`src/rtl/dtrig_pkg.sv`:
```
package dtrig_pkg;
  typedef enum logic {
    ST_IDLE = 1'b0,
    ST_CONV = 1'b1
  } seq_state_e;
endpackage

```
`src/rtl/dtrig_trig_qual.sv`:
```
module dtrig_trig_qual (
  input  logic sync_trig,
  input  logic dbl_en,
  input  logic trig_en,
  input  logic pin_sel,
  input  logic idle,
  output logic accept,
  output logic phase_clr
);
  logic path_ok;

  always_comb begin
    path_ok   = dbl_en & trig_en & ~pin_sel;
    accept    = sync_trig & path_ok & idle;
    phase_clr = ~(dbl_en & trig_en);
  end
endmodule

```
`src/rtl/dtrig_phase_ctrl.sv`:
```
module dtrig_phase_ctrl
  import dtrig_pkg::*;
#(
  parameter int CH_W = 5
) (
  input  logic            clk,
  input  logic            rst_n,
  input  logic            accept,
  input  logic            phase_clr,
  input  logic            irq_en,
  input  logic [CH_W-1:0] sel_ch,
  input  logic            conv_done,
  output logic            idle,
  output logic            busy,
  output logic            conv_start,
  output logic [CH_W-1:0] conv_ch,
  output logic            scan_irq,
  output logic            wr_ch_en,
  output logic            wr_dup_en
);
  seq_state_e      st_q, st_d;
  logic            second_q, second_d;
  logic [CH_W-1:0] ch_q, ch_d;
  logic            start_q, start_d;
  logic            irq_q, irq_d;
  logic            fin;

  always_comb begin
    st_d     = st_q;
    second_d = second_q;
    ch_d     = ch_q;
    start_d  = 1'b0;
    irq_d    = 1'b0;
    fin      = 1'b0;
    case (st_q)
      ST_IDLE: begin
        if (accept) begin
          st_d    = ST_CONV;
          start_d = 1'b1;
          if (!second_q) ch_d = sel_ch;
        end
      end
      ST_CONV: begin
        if (conv_done) begin
          st_d     = ST_IDLE;
          fin      = 1'b1;
          second_d = ~second_q;
          irq_d    = second_q & irq_en;
        end
      end
      default: st_d = ST_IDLE;
    endcase
    if (phase_clr && st_q == ST_IDLE) second_d = 1'b0;
  end

  always_ff @(posedge clk or negedge rst_n) begin
    if (!rst_n) begin
      st_q     <= ST_IDLE;
      second_q <= 1'b0;
      ch_q     <= '0;
      start_q  <= 1'b0;
      irq_q    <= 1'b0;
    end else begin
      st_q     <= st_d;
      second_q <= second_d;
      ch_q     <= ch_d;
      start_q  <= start_d;
      irq_q    <= irq_d;
    end
  end

  always_comb begin
    idle       = (st_q == ST_IDLE);
    busy       = (st_q == ST_CONV);
    conv_start = start_q;
    conv_ch    = ch_q;
    scan_irq   = irq_q;
    wr_ch_en   = fin & ~second_q;
    wr_dup_en  = fin & second_q;
  end
endmodule

```
`src/rtl/dtrig_result_bank.sv`:
```
module dtrig_result_bank #(
  parameter int NUM_CH = 32,
  parameter int CH_W   = 5,
  parameter int RES_W  = 12
) (
  input  logic                    clk,
  input  logic                    rst_n,
  input  logic                    wr_ch_en,
  input  logic [CH_W-1:0]         wr_ch,
  input  logic                    wr_dup_en,
  input  logic [RES_W-1:0]        wr_data,
  output logic [NUM_CH*RES_W-1:0] res_flat,
  output logic [RES_W-1:0]        dup_res
);
  for (genvar g = 0; g < NUM_CH; g++) begin : g_ch
    logic [RES_W-1:0] r_q;
    logic             hit;
    always_comb hit = wr_ch_en && (wr_ch == CH_W'(g));
    always_ff @(posedge clk or negedge rst_n) begin
      if (!rst_n)   r_q <= '0;
      else if (hit) r_q <= wr_data;
    end
    assign res_flat[g*RES_W +: RES_W] = r_q;
  end

  always_ff @(posedge clk or negedge rst_n) begin
    if (!rst_n)         dup_res <= '0;
    else if (wr_dup_en) dup_res <= wr_data;
  end
endmodule

```
`src/rtl/dtrig_adc_seq.sv`:
```
module dtrig_adc_seq #(
  parameter int NUM_CH = 32,
  parameter int RES_W  = 12,
  localparam int CH_W  = $clog2(NUM_CH)
) (
  input  logic                    clk,
  input  logic                    rst_n,
  input  logic                    cfg_dbl_en,
  input  logic [CH_W-1:0]         cfg_dbl_ch,
  input  logic                    cfg_irq_en,
  input  logic                    cfg_trig_en,
  input  logic                    cfg_pin_trig_sel,
  input  logic                    sync_trig,
  output logic                    conv_start,
  output logic [CH_W-1:0]         conv_ch,
  input  logic                    conv_done,
  input  logic [RES_W-1:0]        conv_data,
  output logic [NUM_CH*RES_W-1:0] res_flat,
  output logic [RES_W-1:0]        dup_res,
  output logic                    busy,
  output logic                    scan_irq
);
  logic accept, phase_clr, idle, wr_ch_en, wr_dup_en;

  dtrig_trig_qual u_qual (
    .sync_trig (sync_trig),
    .dbl_en    (cfg_dbl_en),
    .trig_en   (cfg_trig_en),
    .pin_sel   (cfg_pin_trig_sel),
    .idle      (idle),
    .accept    (accept),
    .phase_clr (phase_clr)
  );

  dtrig_phase_ctrl #(.CH_W(CH_W)) u_ctrl (
    .clk        (clk),
    .rst_n      (rst_n),
    .accept     (accept),
    .phase_clr  (phase_clr),
    .irq_en     (cfg_irq_en),
    .sel_ch     (cfg_dbl_ch),
    .conv_done  (conv_done),
    .idle       (idle),
    .busy       (busy),
    .conv_start (conv_start),
    .conv_ch    (conv_ch),
    .scan_irq   (scan_irq),
    .wr_ch_en   (wr_ch_en),
    .wr_dup_en  (wr_dup_en)
  );

  dtrig_result_bank #(.NUM_CH(NUM_CH), .CH_W(CH_W), .RES_W(RES_W)) u_bank (
    .clk       (clk),
    .rst_n     (rst_n),
    .wr_ch_en  (wr_ch_en),
    .wr_ch     (conv_ch),
    .wr_dup_en (wr_dup_en),
    .wr_data   (conv_data),
    .res_flat  (res_flat),
    .dup_res   (dup_res)
  );
endmodule

```
`config.mk`:
```
export PLATFORM = sky130hd
export DESIGN_NAME = dtrig_adc_seq
export DESIGN_NICKNAME = d
export VERILOG_FILES = /design/src/rtl/dtrig_pkg.sv /design/src/rtl/dtrig_trig_qual.sv /design/src/rtl/dtrig_phase_ctrl.sv /design/src/rtl/dtrig_result_bank.sv /design/src/rtl/dtrig_adc_seq.sv
export SDC_FILE = /design/constraint.sdc
export NUM_CORES = 1
export LEC_CHECK = 0
export ABC_AREA = 1
export CORE_MARGIN = 4
export CORE_UTILIZATION = 25
export CTS_CLUSTER_DIAMETER = 50
export DETAILED_ROUTE_END_ITERATION = 10
export GPL_TIMING_DRIVEN = 0
export PLACE_DENSITY = 0.54
export SLEW_MARGIN = 10
export SYNTH_ARGS = -nofsm -noshare
export SYNTH_HDL_FRONTEND = slang
export SYNTH_SLANG_ARGS = --single-unit
```
`constraint.sdc`:
```
create_clock -name clk -period 1.4 [get_ports clk]
set_input_delay 0.28 -clock clk [delete_from_list [all_inputs] [get_ports clk]]
set_output_delay 0.28 -clock clk [all_outputs]
set_load 0.03 [all_outputs]
```
# Word-level counts from Yosys, hierarchy flattened
# Index checks and enable logic that the tools add are counted.
# Widths: inputs -> output; s select.
# word_totals
output_inout_bits,404
ff_bits,405
wordCells,129
# op_classes
reduce_logical,38
n_bitwise,11
mux,11
n_eq_ne,31
# ops
op,count
$eq 5x5->1 const B,16
$eq 5x4->1 const B,8
$logic_and 1x1->1,33
$eq 5x3->1 const B,4
$eq 5x2->1 const B,2
$mux 1,10
$and 1x1->1,7
$eq 5x1->1 const B,1
$logic_not 5->1,1
$not 1->1,4
$reduce_bool 2->1,2
$reduce_and 3->1,1
$pmux 1 s2,1
$reduce_and 2->1,1

# Logic depth before layout (Yosys ltp)
# logic_depth
ltp_word,6
depth_mapped,8

# By module
# Synthesis repeated with hierarchy kept, for this count alone.
# unflattened
cells_unflattened,1835
area_unflattened_um2,16264.3
# modules_own_cells
mod,cells_each,area_per_inst_um2,seq_area_each_um2,instances
dtrig_result_bank,1791,15852.7,9909.5,1
dtrig_phase_ctrl,39,391.6,225.2,1
dtrig_trig_qual,5,20.0,0.0,1

# Least setup slack after synthesis
# Ideal clock, no wire load.
# synth_path
path_kind,register to register
startpoint,"register u_ctrl.st_q, in the netlist u_ctrl.busy"
endpoint,register u_bank.g_ch[23].r_q[0]
path_slack_ns,-0.196
stages_incl_launch_ff,8
arrival_ns,1.478
setup_ns,0.118
required_ns,1.282
path_cell_list,dfrtp_1 nand3_2 nor2_4 buf_4 nand2_1 buf_2 nand2_1 nand2_1
# synth_via
elab_chain_cells,3
# synth_rtl
element,line_no,text
"start, declared",dtrig_phase_ctrl.sv:21,"seq_state_e st_q, st_d;"
"start signal, assigned",dtrig_phase_ctrl.sv:64,st_q <= st_d;
$mux 1,dtrig_phase_ctrl.sv:35,case (st_q)
$and 1x1->1,dtrig_phase_ctrl.sv:78,wr_ch_en = fin & ~second_q;
$logic_and 1x1->1,dtrig_result_bank.sv:18,always_comb hit = wr_ch_en && (wr_ch == CH_W'(g));
"end signal, assigned",dtrig_result_bank.sv:21,else if (hit) r_q <= wr_data;
"end, declared",dtrig_result_bank.sv:16,logic [RES_W-1:0] r_q;
# Every way passes these cells.
# A chain may end at the register's enable or synchronous reset.

# Worst setup path in the final report
# layout_path
startpoint,"register u_ctrl.ch_q[0], in the netlist u_ctrl.conv_ch[0]"
endpoint,register u_bank.g_ch[21].r_q[5]
# layout_via
elab_chain_cells,2
# layout_rtl
element,line_no,text
"start, declared",dtrig_phase_ctrl.sv:23,"logic [CH_W-1:0] ch_q, ch_d;"
"start signal, assigned",dtrig_phase_ctrl.sv:66,ch_q <= ch_d;
$eq 5x5->1,dtrig_result_bank.sv:18,
$logic_and 1x1->1,dtrig_result_bank.sv:18,
"end signal, assigned",dtrig_result_bank.sv:21,
"end, declared",dtrig_result_bank.sv:16,
# Every way passes these cells.

==> impl_results.md <==
- Run status: finished, violations left
- Failing checks: negative hold slack, negative setup slack
- Grt met1 use: 26.5%
- Worst-path maximum fanout: 7
- Max Slew Vio Count: 0
- Reg2Reg Setup Slack: -0.21 ns
- Adder-cell area share of the yosys netlist: 0%
- CTS HTree Levels: 2
- Startpoint types: flop
- WL per Instance: 21.5 um
- Average size of a mapped cell: 8.64 um2
- CP cell instances: buf_6, nand2_8, nor2_4, buf_6, nand2_8, buf_8, nand2_4, nand2_2
- Drt total wl: 76,500 um
- Share of power burned in registers: 36.2%
- Data arrival time of the critical path: 2.09 ns
- CTS tree: built
- Max-capacitance violation count: 0
- Yosys cell types: 16
- Switch share: 32.5%
- Starting Density: 25.4%
- Post-synthesis xor/xnor area fraction: 0%
- Hold slack: -0.428 ns
- Met2 GRT Util: 35.2%
- Core box area: 63,400 um2
- Critical path type: reg2reg
- Initial antenna violation count: 2
- Final setup vio count: 775
- Worst Hold Class: in2async
- Register area share after synthesis: 62.9%
- Final Net Count: 2,692
- Clk network pwr share: 38.6%
- Via Count: 16,200
- Fin Clk Skew: 0.0360 ns
- Simple-gate share of the synthesized area: 32.0%
- Area growth syn-to-layout: 84.9%
- Synth Register Bits: 405
- Clock Pin Slew Worst Setup and Hold Paths: 0.06 ns
- Capturing point of the worst reg2reg path: u_bank.g_ch[21].r_q[5]$_DFFE_PN0P_
- Ratio of final minimum period to clock period: 115%
- Setup WS post-layout: -0.205 ns
- Worst Reg-to-Reg Cells: 8
- Leakage power: 15.6 nW
- Share of layout cells above drive strength 1: 47.8%
- CP max stage delay: 0.53 ns
- Global routing's busiest layer: met2
- DRT iter0 DRCs: 961
- Setup WS pre-CTS: -1.03 ns
- M3 GR Usage: 6.09%
- Pint: 25.9 mW
- Post-synthesis mux area share: 0%
- Power per cell area: 1290 nW/um2
- TritonCTS Buffers: 56
- Worst VDD drop: 0.834 mV
- Gate Count Post-Synth: 1,864
- CTS Buffer Depth: 3
- Clock Sinks: 405
- Peak Freq: 0.623 GHz
- Post-Syn Nets: 1,889
- Post-Syn Area: 16,100 um2
- Fin util: 46.9%
- DRC viols: 0
- Worst Path Required: 1.89 ns
- P_sw: 12.5 mW
- RSZ-0062 raised after global routing: yes
- DIE AREA: 68,500 um2
- Compound-Gate Fraction of Synth Area: 0.435%
- Post-Layout Cell Count: 3,558
- Largest family of logic cells by synthesized area: simple AND/OR/NAND/NOR gates
- I/O pins: 429
- Largest net degree at the start of global routing: 112
- Placement Rows: 92
- Final hold violations: 91
- Post-route minimum period: 1.61 ns
- Chip Height: 262 um
- Root Buffer: clkbuf_16
- Comb pwr share: 25.3%
- Total global routing overflow: 0
- IO buf count: 416
- Synth warnings: 0
- Slew HR: 18.8%
- CP endpoint kind: flop
- Vias in the first global route: 16,300
- Slowest-stage cell, CP: dfrtp_2
- Die X-Extent: 262 um
- Slew of the pin with the lowest slew margin: 1.22 ns
- R2r startpoint: u_ctrl.conv_ch[0]$_DFFE_PN0P_
- First drt pass iteration count: 6
- GPL Wtd Cong: 0.820
- Fillers: 5,931
- First-pass GRT wire length: 108,000 um
- Global Route Usage Sum: 21.2%
- Placed Cells: 3,129
- Clk_lat worst skew: 0.62 ns
- Post-route ant nets: 0
- Vias/cell: 4.56
- HPWL Detailed: 48,400 um
-- stage by stage --
stage | instance area [um2] | setup TNS [ns] | power, mW
finish | 29800 | -59.34 | 38.3
global route | 29800 | -102.43 | 39.7
CTS | 27900 | -66.35 | 38.0
detailed placement | 21500 | -404.50 | 21.1
global placement | 21400 | -7620.91 | 21.0
floorplan | 16200 | -0.505 | 17.3
-- cell type report --
type,count,area (um2),share of cell area (%)
flip-flops and latches,405,10100,34.1
inverters,28,138,0.462
multi-input cells,1288,6880,23.1
diodes,2,5.00,0.0168
plain buffers,139,1380,4.62
repair buffers,749,8220,27.6
clock inverters,31,403,1.35
clock buffers,70,1540,5.16
well taps,846,1060,3.56
-- layer usage --
layer	share of wire [%]	vias to the layer above
met4	3.0	2
met5	0.017	-
met2	49	592
met3	8.1	124
met1	40	8051
li1	-	7446
-- sequential cells by signal, summed over array words and instances, names as in the netlist --
name and cells:
u_bank.g_ch.r_q 384, u_bank.dup_res 12, u_ctrl.conv_ch 5, u_ctrl.busy 1, u_ctrl.conv_start 1, u_ctrl.scan_irq 1
u_ctrl.second_q 1
-- worst max-delay path: cells and delay by family (launching register included) --
kind	cells	cell delay, ns
DFF	1	0.53
and+or+nand+nor	5	0.46
buffers and inverters	3	0.48
-- cell families (layout without fill, tap and decap cells) --
logic type	Yosys count	count (layout)
flops	405	405
buf+inv	171	1017
compound gates	14	14
simple gates	1274	1274
other cells	0	2
-- cell usage after synthesis (all sizes together) --
| library cell | number | area share (%) |
|---|---|---|
| nand2 | 988 | 23 |
| dfrtp | 405 | 63 |
| nand3 | 243 | 7.6 |
| buf | 88 | 2.7 |
| clkbuf | 55 | 1.3 |
| nor2 | 37 | 1.1 |
| inv | 28 | 0.65 |
| o21ai | 14 | 0.44 |
| nand4 | 6 | 0.23 |
-- power groups by stage --
stage | sequential [mW] | combinational (mW) | clock, mW
2_1_floorplan | 15.8 | 1.50 | 0
3_3_place_gp | 13.8 | 7.20 | 0
3_5_place_dp | 13.8 | 7.34 | 0
4_1_cts | 13.8 | 9.13 | 15.1
5_1_grt | 14.0 | 10.2 | 15.6
6_report | 13.9 | 9.68 | 14.8
-- worst max path at each step --
stage	start	end	slack (ns)	cells past startpoint
6_report	u_ctrl.conv_ch[0]$_DFFE_PN0P_	u_bank.g_ch[21].r_q[5]$_DFFE_PN0P_	-0.21	8
2_1_floorplan	u_ctrl.conv_ch[0]$_DFFE_PN0P_	u_bank.g_ch[16].r_q[10]$_DFFE_PN0P_	-0.009	7
3_3_place_gp	rst_n	u_ctrl.busy$_DFF_PN0_	-19.57	1
4_1_cts	u_ctrl.conv_ch[2]$_DFFE_PN0P_	conv_ch[2]	-0.22	1
3_5_place_dp	conv_done	u_bank.g_ch[13].r_q[1]$_DFFE_PN0P_	-1.03	7
5_1_grt	u_ctrl.conv_ch[2]$_DFFE_PN0P_	u_bank.g_ch[8].r_q[9]$_DFFE_PN0P_	-0.28	9
-- placed cells by master (no fill, tap or decap), types with 7 or more instances in the layout --
cell type / count
o21ai_0: 14
nand2_2: 192
clkbuf_1: 41
nand3_1: 180
nor2_4: 30
nand3_2: 62
buf_16: 13
buf_8: 36
inv_8: 7
buf_4: 234
nand2_8: 24
clkbuf_16: 68
nand2_1: 734
buf_1: 8
inv_1: 16
buf_6: 491
dfrtp_1: 397
clkdlybuf4s50_1: 11
buf_12: 39
inv_4: 8
nand2_4: 38
dfrtp_2: 8
-- what timing repair did --
| action | 4_1_cts | 5_1_grt |
|---|---|---|
| endpoints found under the setup margin | 793 | 911 |
| resized for setup | 3263 | 380 |
| endpoints found under the hold margin | 91 | 91 |
| pin swaps | 95 | 110 |
| buffers inserted | 214 | 71 |
| cloned | 32 | 21 |
No activity file was read; power rests on OpenSTA's default activity.
